`src/rtl/wdt_pkg.sv`:
```
package wdt_pkg;

  typedef enum logic [1:0] {
    MODE_OFF     = 2'd0,
    MODE_IRQ     = 2'd1,
    MODE_RST     = 2'd2,
    MODE_IRQ_RST = 2'd3
  } wdt_mode_e;

  localparam int B_FLAG = 7;
  localparam int B_IEN  = 6;
  localparam int B_PS3  = 5;
  localparam int B_UNLK = 4;
  localparam int B_REN  = 3;

  typedef struct packed {
    logic       flag;
    logic       ien;
    logic       unlk;
    logic       ren;
    logic [3:0] ps;
  } wdt_ctl_t;

endpackage

```
`src/rtl/wdt_counter.sv`:
```
module wdt_counter #(
  parameter int BASE_LOG2 = 11,
  parameter int NUM_SEL   = 10
) (
  input  logic       clk_i,
  input  logic       rst_ni,
  input  logic       run_i,
  input  logic       kick_i,
  input  logic [3:0] sel_i,
  output logic       timeout_o
);
  localparam int         CNT_W   = BASE_LOG2 + NUM_SEL - 1;
  localparam logic [3:0] SEL_MAX = 4'(NUM_SEL - 1);

  logic [3:0]       sel_c;
  logic [CNT_W-1:0] limit;
  logic [CNT_W-1:0] cnt_q;

  // reserved select codes fall back to the longest period
  assign sel_c = (sel_i > SEL_MAX) ? SEL_MAX : sel_i;

  // terminal count 2^(BASE_LOG2+sel)-1 as a thermometer of ones
  for (genvar k = 0; k < CNT_W; k++) begin : g_lim
    if (k < BASE_LOG2) begin : g_low
      assign limit[k] = 1'b1;
    end else begin : g_high
      assign limit[k] = (int'(sel_c) > (k - BASE_LOG2));
    end
  end

  // >= keeps a shortened period from being skipped over
  assign timeout_o = run_i & ~kick_i & (cnt_q >= limit);

  always_ff @(posedge clk_i or negedge rst_ni) begin
    if (!rst_ni) begin
      cnt_q <= '0;
    end else if (!run_i || kick_i || timeout_o) begin
      cnt_q <= '0;
    end else begin
      cnt_q <= cnt_q + CNT_W'(1);
    end
  end

endmodule

```
`src/rtl/wdt_ctl_regs.sv`:
```
module wdt_ctl_regs
  import wdt_pkg::*;
#(
  parameter int WIN_CYC = 4
) (
  input  logic       clk_i,
  input  logic       rst_ni,
  input  logic       we_i,
  input  logic [7:0] wdata_i,
  input  logic       ack_i,
  input  logic       set_flag_i,
  input  logic       rflag_i,
  input  logic       fuse_i,
  output wdt_ctl_t   ctl_o
);
  localparam int WIN_W = (WIN_CYC > 2) ? $clog2(WIN_CYC) : 1;

  logic             flag_q, ien_q, unlk_q, ren_q;
  logic [3:0]       ps_q;
  logic [WIN_W-1:0] win_q;
  logic             ren_eff, open_req, two_stage, flag_w1c;

  assign ren_eff   = ren_q | rflag_i;
  assign open_req  = we_i & wdata_i[B_UNLK] & wdata_i[B_REN] & ~unlk_q;
  assign two_stage = ~fuse_i & ren_eff & ien_q;
  assign flag_w1c  = we_i & wdata_i[B_FLAG];

  always_ff @(posedge clk_i or negedge rst_ni) begin
    if (!rst_ni) begin
      flag_q <= 1'b0;
      ien_q  <= 1'b0;
      unlk_q <= 1'b0;
      ren_q  <= 1'b0;
      ps_q   <= '0;
      win_q  <= '0;
    end else begin
      if (we_i && unlk_q) begin
        // guarded write inside the window, consumes it
        unlk_q <= 1'b0;
        ps_q   <= {wdata_i[B_PS3], wdata_i[2:0]};
        ren_q  <= wdata_i[B_REN] | rflag_i;
      end else begin
        ren_q <= ren_q | rflag_i | (we_i & wdata_i[B_REN]);
        if (open_req) begin
          unlk_q <= 1'b1;
          win_q  <= WIN_W'(WIN_CYC - 1);
        end else if (unlk_q) begin
          if (win_q == '0) unlk_q <= 1'b0;
          else             win_q  <= win_q - WIN_W'(1);
        end
      end
      ien_q  <= (we_i ? wdata_i[B_IEN] : ien_q) & ~(ack_i & two_stage);
      flag_q <= set_flag_i | (flag_q & ~ack_i & ~flag_w1c);
    end
  end

  assign ctl_o = '{flag: flag_q, ien: ien_q, unlk: unlk_q, ren: ren_eff, ps: ps_q};

endmodule

```
`src/rtl/wdt_mode_dec.sv`:
```
module wdt_mode_dec
  import wdt_pkg::*;
(
  input  logic fuse_i,
  input  logic ren_i,
  input  logic ien_i,
  input  logic flag_i,
  input  logic timeout_i,
  output logic run_o,
  output logic set_flag_o,
  output logic fire_o
);
  wdt_mode_e mode;

  always_comb begin
    mode       = fuse_i ? MODE_RST : wdt_mode_e'({ren_i, ien_i});
    set_flag_o = 1'b0;
    fire_o     = 1'b0;
    if (timeout_i) begin
      case (mode)
        MODE_IRQ:     set_flag_o = 1'b1;
        MODE_RST:     fire_o     = 1'b1;
        MODE_IRQ_RST: begin
          if (flag_i) fire_o     = 1'b1;
          else        set_flag_o = 1'b1;
        end
        default: ;
      endcase
    end
  end

  assign run_o = (mode != MODE_OFF);

endmodule

```
`src/rtl/wdt_guard.sv`:
```
module wdt_guard
  import wdt_pkg::*;
#(
  parameter int BASE_LOG2 = 11,
  parameter int NUM_SEL   = 10,
  parameter int WIN_CYC   = 4
) (
  input  logic       clk_i,
  input  logic       rst_ni,
  input  logic       we_i,
  input  logic [7:0] wdata_i,
  output logic [7:0] rdata_o,
  input  logic       kick_i,
  input  logic       gie_i,
  input  logic       ack_i,
  input  logic       fuse_i,
  input  logic       rflag_clr_i,
  output logic       rflag_o,
  output logic       irq_o,
  output logic       sysrst_o
);
  wdt_ctl_t ctl;
  logic     run, timeout, set_flag, fire;
  logic     rflag_q, sysrst_q;

  wdt_ctl_regs #(.WIN_CYC(WIN_CYC)) u_regs (
    .clk_i      (clk_i),
    .rst_ni     (rst_ni),
    .we_i       (we_i),
    .wdata_i    (wdata_i),
    .ack_i      (ack_i),
    .set_flag_i (set_flag),
    .rflag_i    (rflag_q),
    .fuse_i     (fuse_i),
    .ctl_o      (ctl)
  );

  wdt_mode_dec u_mode (
    .fuse_i     (fuse_i),
    .ren_i      (ctl.ren),
    .ien_i      (ctl.ien),
    .flag_i     (ctl.flag),
    .timeout_i  (timeout),
    .run_o      (run),
    .set_flag_o (set_flag),
    .fire_o     (fire)
  );

  wdt_counter #(.BASE_LOG2(BASE_LOG2), .NUM_SEL(NUM_SEL)) u_cnt (
    .clk_i     (clk_i),
    .rst_ni    (rst_ni),
    .run_i     (run),
    .kick_i    (kick_i),
    .sel_i     (ctl.ps),
    .timeout_o (timeout)
  );

  always_ff @(posedge clk_i or negedge rst_ni) begin
    if (!rst_ni) begin
      rflag_q  <= 1'b0;
      sysrst_q <= 1'b0;
    end else begin
      rflag_q  <= fire | (rflag_q & ~rflag_clr_i);
      sysrst_q <= fire;
    end
  end

  assign rdata_o  = {ctl.flag, ctl.ien, ctl.ps[3], ctl.unlk, ctl.ren, ctl.ps[2:0]};
  assign irq_o    = ctl.flag & ctl.ien & gie_i;
  assign rflag_o  = rflag_q;
  assign sysrst_o = sysrst_q;

endmodule

```
`config.mk`:
```
export PLATFORM = sky130hd
export DESIGN_NAME = wdt_guard
export DESIGN_NICKNAME = d
export VERILOG_FILES = /design/src/rtl/wdt_pkg.sv /design/src/rtl/wdt_counter.sv /design/src/rtl/wdt_ctl_regs.sv /design/src/rtl/wdt_mode_dec.sv /design/src/rtl/wdt_guard.sv
export SDC_FILE = /design/constraint.sdc
export NUM_CORES = 1
export LEC_CHECK = 0
export BUFFER_PORTS_ARGS = -buffer_cell sky130_fd_sc_hd__buf_2
export CORE_MARGIN = 1.5
export CORE_UTILIZATION = 61
export CTS_CLUSTER_DIAMETER = 150
export CTS_CLUSTER_SIZE = 40
export DETAILED_ROUTE_END_ITERATION = 6
export PLACE_DENSITY = 0.87
export SYNTH_ARGS = -nofsm -noshare
export SYNTH_HDL_FRONTEND = slang
export SYNTH_SLANG_ARGS = --single-unit
```
`constraint.sdc`:
```
create_clock -name clk_i -period 7.18 [get_ports clk_i]
set_clock_uncertainty 0.2 [all_clocks]
set_input_delay 0.359 -clock clk_i [delete_from_list [all_inputs] [get_ports clk_i]]
set_output_delay 0.359 -clock clk_i [all_outputs]
set_load 0.02 [all_outputs]
```
== Word level (Yosys, flattened, before mapping) ==
Cells that the tools add are included.

* Add/sub/neg operators: 2
* Magnitude comparators: 11
* Eq/ne operators: 4
* Muxes and demuxes: 18
* Bitwise operators: 29
* Reductions and logical operators: 8

{| class="wikitable"
|+ Operators with widths
! cell !! number
|-
| 20-bit by 1-bit adder with 20-bit output, second input constant || 1
|-
| 20-bit greater-or-equal comparator || 1
|-
| 20-bit 2-to-1 mux || 1
|-
| 1-bit AND || 16
|-
| 4-bit by 3-bit greater-than comparator with 1-bit output, second input constant || 4
|-
| 1-bit 2-to-1 mux || 10
|-
| 4-bit by 1-bit greater-than comparator with 1-bit output, second input constant || 2
|-
| 4-bit by 2-bit greater-than comparator with 1-bit output, second input constant || 2
|-
| 4-bit greater-than comparator, second input constant || 2
|-
| 2-bit 2-to-1 mux || 4
|-
| 1-bit NOT || 8
|-
| 1-bit OR || 5
|-
| 2-bit == test, second input constant || 2
|-
| 4-bit 2-to-1 mux || 1
|-
| 1-bit case mux with 2 select lines || 2
|-
| 2-bit nonzero test || 2
|-
| 3-bit AND reduction || 1
|-
| 2-bit by 1-bit == test with 1-bit output, second input constant || 1
|-
| 2-bit zero test || 1
|-
| 1-bit logical OR || 2
|-
| 2-bit by 1-bit != test with 1-bit output, second input constant || 1
|-
| 2-bit by 1-bit subtractor with 2-bit output, second input constant || 1
|-
| 1-bit logical AND || 1
|-
| 1-bit zero test || 1
|}

* Bits in registers: 32
* Output and inout bits: 11

== Longest topological paths before layout ==
Gate-level depths: netlist of the first run.

* Depth after elaboration: 7
* Gate-level depth with buffers: 9
* Mapped depth without buffers: 7

== By module ==
A second synthesis of the first run with hierarchy kept.

* Cell total of the unflattened synthesis: 191
* Area, all modules: 1,906.8 um2

{| class="wikitable"
|+ By module, submodules not included
! module !! times used !! cells an instance !! area an instance (um2) !! sequential area each (um2)
|-
| wdt_counter || 1 || 138 || 1,288.7 || 500.5
|-
| wdt_ctl_regs || 1 || 42 || 519.2 || 250.2
|-
| wdt_guard || 1 || 5 || 67.6 || 50.0
|-
| wdt_mode_dec || 1 || 6 || 31.3 || 0.0
|}

== Worst setup path after synthesis of the first run ==
OpenSTA, ideal clock, no wires.

* Kind: register to register
* Start point: register u_regs.ps_q[3]
* End point: register u_cnt.cnt_q[1]
* Setup time: 89 ps
* Arrival time: 2,202 ps
* Required time: 6,891 ps
* Setup slack: 4,689 ps
* Stages on the path, launching flop included: 10
* Buffers on the path: 2
* Clock period less this slack: 2,491 ps
* Cells stage by stage: dfrtp_1 -> clkbuf_1 -> o21ai_0 -> and2_1 -> ha_1 -> and4_1 -> a311oi_1 -> o211ai_1 -> clkbuf_1 -> nor3b_1

* Word-level cells in the longest chain between the ends: 7
* Elaborated cells on any way between the ends: 15
* Those cells by class: 11 x order compare; 2 x mux; 1 x bitwise; 1 x reduce/logical

{| class="wikitable"
|+ RTL lines
! element !! RTL line !! source
|-
| start: declaration || wdt_ctl_regs.sv:19 || <nowiki>logic [3:0] ps_q;</nowiki>
|-
| start signal: assignment || wdt_ctl_regs.sv:40 || <nowiki>ps_q <= {wdata_i[B_PS3], wdata_i[2:0]};</nowiki>
|-
| 4-bit greater-than comparator || wdt_counter.sv:20 || <nowiki>assign sel_c = (sel_i > SEL_MAX) ? SEL_MAX : sel_i;</nowiki>
|-
| 4-bit 2-to-1 mux * || wdt_counter.sv:20 ||
|-
| 4-bit by 1-bit greater-than comparator with 1-bit output (tied with other cells) || wdt_counter.sv:27 || <nowiki>assign limit[k] = (int'(sel_c) > (k - BASE_LOG2));</nowiki>
|-
| 20-bit greater-or-equal comparator * || wdt_counter.sv:32 || <nowiki>assign timeout_o = run_i & ~kick_i & (cnt_q >= limit);</nowiki>
|-
| 1-bit AND * || wdt_counter.sv:32 ||
|-
| 1-bit logical OR * || wdt_counter.sv:37 || <nowiki>end else if (!run_i || kick_i || timeout_o) begin</nowiki>
|-
| 20-bit 2-to-1 mux * || wdt_counter.sv:37 ||
|-
| end signal: assignment || wdt_counter.sv:40 || <nowiki>cnt_q <= cnt_q + CNT_W'(1);</nowiki>
|-
| end: declaration || wdt_counter.sv:17 || <nowiki>logic [CNT_W-1:0] cnt_q;</nowiki>
|}

Every way passes the cells marked *; elsewhere a longest branch is shown, timed or not.
A chain may end at the register's enable or synchronous reset.

== Worst setup path after layout of the first run ==
* Start point: register u_regs.ps_q[3]
* End point: register u_cnt.cnt_q[4]

The elaborated chain is that of the path after synthesis.

==> results.yml, run 1 <==
run_status:
  status: "complete, no violations"
finish:
  drive_above_1_share_pct: 23.1
  fillers: 228
  diodes: 0
  nNetsFinal: 238
  final_util_pct: 69.3
  instances_no_fill: 245
  syn_to_final_growth_pct: 8.98
logic_synthesis:
  synthMostInstantiatedCell: "dfrtp_1"
  synth_area_leaders: "dfrtp_1, ha_1, xor2_1, nor3_1, nand2_1"
  netlist_instances: 188
  synthesis.nets: 215
  ys_types: 46
  synth-edff-count: 0
  yosys_most_used_dff: "dfrtp_1"
  seq_area_frac_synth_pct: 41.9
  ys_ff_latch: 32
  yosys.area.top_type_share_pct: 41.9
  synthArstFlopShare_pct: 100
  syn_area_per_cell_sq_um: 10.2
  yosys-top-cells-count: "dfrtp_1, nand2_1, nor3_1"
  yosys.area.top_type: "dfrtp_1"
  yosys_warnings: 0
  synthesis.area_sq_mm: 0.00191
power:
  p_comb_share_pct: 26.8
  leakagePower_nw: 0.963
  pwr-share-seq_pct: 49.2
  clkPwrFrac_pct: 24.1
  power_density_mw_per_mm2: 220
  ir_drop_uv: 109
  p_sw_w: 0.000158
  power_w: 0.000457
  cell_internal_pwr_w: 0.000299
  switching_share_pct: 34.6
routing:
  drtIter0Drc: 97
  drc: 0
  viasPerCell: 6.32
  routed_wl_um: 4010
  via_count: 1548
  wl_per_cell_um: 16.4
  firstDrtPassIters: 4
  ant_nets: 0
clock_tree:
  cts.sinks: 32
  clkLatencyLatePin_ns: 0.35
  htreeDepth: 2
  cts_buffers: 5
  clk_path_buf_depth: 2
  cts_tree: "yes"
  cts_setup_buffers: 0
  root_buffer: "clkbuf_4"
  path_clk_slew_ns: 0.09
die:
  floorplan.rows: 20
  ioPinCount: 27
  core_area_sq_mm: 0.00300
  die_area_sq_mm: 0.00347
  initial_utilization_pct: 63.6
  die_h_um: 58.9
  die_x_um: 58.9
sta:
  setup_violations: 0
  max_freq_ghz: 0.376
  slew_violations: 0
  finalSetupTns_ns: 0
  slew_headroom_pct: 48.4
  rsz0062_at_grt: "no"
  worst_hold_slack_ns: 0.00671
  hold_viol: 0
  fin_crit_ns: 2.66
  fin_crit_sh_pct: 37.0
  worstMarginPinSlew_ns: 0.771
setup_path:
  crit_fanout: 19
  path_class: "flop to flop"
  slowest_delay_ns: 0.67
  crit_start: "u_regs.ps_q[3]"
  r2r_cells: 7
  cp.required_ns: 7.18
  cp-start-kind: "flop"
  rr_startpoint: "u_regs.ps_q[3]"
  crit_family: "simple AND/OR/NAND/NOR gates"
  crit_path_cell_trace: "o21ai_0 > and2_1 > ha_1 > and4_1 > nand2_1 > nor3_4 > nor3_1"
  critical-path-slowest-cell: "nor3_4"
  crit_arrival_ns: 2.66
  path_depth: 7
  end_kind: "flop"
  path_buf_inv: 0
grt:
  grt_max_degree: 33
  overflow: 0
  grt_usage_pct: 25.9
  grt_pass1_wl_um: 6670
  first_global_vias: 1504
  antenna_found_initial: 0
min_path:
  whs_path_depth: 2
  hp-start: "ack_i"
  hold_class: "input port to flop"
run:
  cap_viol_max_count: 0
placement:
  dpl.cell_count: 235
  place_hpwl_um: 2870
  portBuffers: 26
  gp_congestion: 0.809
flip-flops by register name (all words and copies together) (netlist names):
| register | flops |
|---|---|
| u_regs.unlk_q | 1 |
| u_cnt.cnt_q | 20 |
| u_regs.ien_q | 1 |
| u_regs.ps_q | 4 |
| rflag_o | 1 |
| u_regs.ren_q | 1 |
| sysrst_o | 1 |
| u_regs.flag_q | 1 |
| u_regs.win_q | 2 |
cell families after synthesis:
group / after synthesis / synth area share (%)
xor+xnor: 15 / 6.88
compound gates: 29 / 10.7
buf+inv: 17 / 5.31
fa+ha+maj: 11 / 7.21
simple gates: 79 / 25.0
mux: 5 / 2.88
flops: 32 / 41.9
layout make-up:
type	instances	area [sq um]	area share (%)
Timing Repair Buffer	29	158	7.58
Inverter	4	15.0	0.722
Multi-Input combinational cell	139	1010	48.4
Tap cell	33	41.3	1.98
Clock buffer	8	58.8	2.83
Sequential cell	32	801	38.5
layer usage:
layer | GRT usage, % | up-vias | part of all wire [%]
li1 | - | 739 | -
met1 | 30.5 | 759 | 41
met2 | 44.4 | 41 | 52
met3 | 4.84 | 9 | 4.5
met4 | 13.6 | 0 | 1.9
met5 | 0 | - | 0
placed cells by master (no fill, tap or decap), drive strengths merged, types with 3 or more instances in the layout:
master	n
or3	4
and4	7
inv	4
a211oi	5
a21oi	6
xor2	10
dfrtp	32
nor3	16
and2	3
ha	11
clkbuf	8
xnor2	5
and3	4
mux2	4
buf	27
nand3	8
nand4	8
nand2	15
nor2	5
o21ai	5
power by group through the flow:
stage,sequential (W),clock (W),combinational (W)
2_1_floorplan,0.000227,0,0.0000846
3_3_place_gp,0.000225,0,0.000113
3_5_place_dp,0.000228,0,0.000120
4_1_cts,0.000224,0.000113,0.000122
5_1_grt,0.000228,0.000122,0.000137
6_report,0.000225,0.000110,0.000122
metrics by stage:
step	setup WS (ns)	cell area (sq um)
2_1_floorplan	4.69	1910
3_3_place_gp	4.71	2000
3_5_place_dp	4.58	2000
4_1_cts	4.53	2080
5_1_grt	4.33	2080
6_report	4.52	2080
final timing paths:
kind,to,slack [ns]
setup / recovery,u_cnt.cnt_q[4],4.52
hold / removal,u_regs.ien_q,0.007
setup reg to reg,u_cnt.cnt_q[4],4.52
hold reg to reg,u_cnt.cnt_q[0],0.30
max in group asynchronous,u_cnt.cnt_q[19],5.92
min in group asynchronous,u_regs.unlk_q,0.40
what timing repair did:
action,4_1_cts,5_1_grt
hold buffers,2,0
resized for setup,0,0
endpoints found under the hold margin,33,0
(Power assumes the default switching activity.)
==> run 2: changes to the inputs <==
Settings changed: CORE_UTILIZATION 61 to 57, PLACE_DENSITY 0.87 to 0.82.
Clock period 7.18 ns to 2.75 ns, I/O delays scaled along.
==> run 2 against run 1 <==
First-iteration DRC count grew 11%; cell area up 12%; routed wire length increased by 12%; largest cell class unchanged; critical endpoint is now rflag_o; sequential power rose to 2.7 times the previous value; via count rose by 8.9%.
==> results.yml, run 2 (synthesized netlist as in run 1, its figures left out) <==
die:
  die_h_um: 60.9
  initial_utilization_pct: 61.0
  core_area_sq_mm: 0.00313
  die_area_sq_mm: 0.00371
  ioPinCount: 27
  die_x_um: 60.9
  floorplan.rows: 20
sta:
  worstMarginPinSlew_ns: 0.701
  rsz0062_at_grt: "no"
  slew_violations: 0
  hold_viol: 0
  worst_hold_slack_ns: 0.164
  max_freq_ghz: 0.383
  setup_violations: 0
  fin_crit_ns: 2.61
  fin_crit_sh_pct: 95.0
  slew_headroom_pct: 53.3
  finalSetupTns_ns: 0
power:
  ir_drop_uv: 493
  power_density_mw_per_mm2: 595
  leakagePower_nw: 1.06
finish:
  final_cell_mix: "dfrtp_1, buf_2, dlygate4sd3_1, nor3_1, nand2_1"
  final_common_cell: "dfrtp_1"
  final_cell_area_sq_mm: 0.00233
  nNetsFinal: 256
  final_util_pct: 74.4
  largest-register: "u_cnt.cnt_q"
  diodes: 0
  largest_register_ffs: 20
  syn_to_final_growth_pct: 22.0
  drive_above_1_share_pct: 26.5
  top_regs: "u_cnt.cnt_q: 20 flops, u_regs.ps_q: 4 flops, u_regs.win_q: 2 flops"
clock_tree:
  clkLatencyLatePin_ns: 0.34
  clk_path_buf_depth: 2
  htreeDepth: 2
  cts_tree: "yes"
  path_clk_slew_ns: 0.11
  root_buffer: "clkbuf_4"
  cts.sinks: 32
  cts_buffers: 5
setup_path:
  path_class: "flop to flop"
  crit_fanout: 9
  crit_arrival_ns: 2.70
  r2r_cells: 8
  cp-start-kind: "flop"
  end_kind: "flop"
  cp.required_ns: 2.84
routing:
  drtIter0Drc: 108
  firstDrtPassIters: 4
  wl_per_cell_um: 16.5
  drc: 0
  ant_nets: 0
  viasPerCell: 6.15
  via_count: 1686
  routed_wl_um: 4510
placement:
  portBuffers: 26
  gp_congestion: 0.782
  placed_cell_area_sq_mm: 0.00202
  place_hpwl_um: 2850
min_path:
  hold_class: "input port to async pin"
run_status:
  status: "complete, no violations"
grt:
  first_global_vias: 1629
  grt_pass1_wl_um: 7310
  grt_usage_pct: 27.2
  antenna_found_initial: 0
  overflow: 0
  grt_max_degree: 33
run:
  cap_viol_max_count: 0
[run 2: changes by cell type in the layout (fill, tap and decap cells not counted), moves of 2 or more]
cell           change
dfrtp_2            +4
clkbuf_1           -2
dlygate4sd3_1     +15
dfrtp_1            -4
buf_4              +2
[run 2: metrics by stage]
step	worst slack (ns)	total power [W]	std cells
global route	0.00893	0.00147	274
global placement	0.420	0.000881	247
finish	0.139	0.00138	274
floorplan	0.259	0.000814	188
CTS	0.0595	0.00134	272
detailed placement	0.325	0.000908	247
[run 2: worst max-delay path, cell delays in order, from the launching register on]
cell and delay [ns]:
dfrtp_2 0.48, a21oi_1 0.12, and2_1 0.16, ha_1 0.30, and4_1 0.23, nand2_2 0.10
o221a_2 0.28, o22ai_1 0.13, dlygate4sd3_1 0.57
[run 2: final timing paths]
check                               start  slack (ns)             end
max                        u_regs.ps_q[2]        0.14         rflag_o
min                                rst_ni        0.16    u_regs.ren_q
min reg2reg                u_cnt.cnt_q[0]        0.30  u_cnt.cnt_q[0]
min in group clk_i         u_cnt.cnt_q[0]        0.30  u_cnt.cnt_q[0]
max reg2reg                u_regs.ps_q[2]        0.14         rflag_o
max in group asynchronous          rst_ni        1.69  u_regs.ps_q[2]
[run 2: timing repair]
action | 4_1_cts | 5_1_grt
resized for setup | 0 | 8
setup buffers | 0 | 2
endpoints found under the hold margin | 44 | 0
setup endpoints to repair | 0 | 1
hold buffers | 17 | 0
[run 2: area by class of cell]
cell class | count | area (sq um)
tap | 44 | 55.1
clock buffer | 7 | 65.1
fill | 200 | 800
timing repair buffer | 47 | 328
multi-input combinational | 139 | 1030
clock inverter | 1 | 30.0
inverter | 4 | 15.0
sequential | 32 | 806
[run 2: report_power, final]
part / internal (W) / switching, W
combinational: 0.000172 / 0.000206
clock: 0.000241 / 0.000163
sequential: 0.000523 / 0.0000785
[run 2: layer usage]
layer	share of wire (%)	vias up	track usage, %
li1	-	773	-
met1	42	837	30.2
met2	50	64	48.2
met3	5.5	12	7.46
met4	2.3	0	12.4
met5	0	-	0
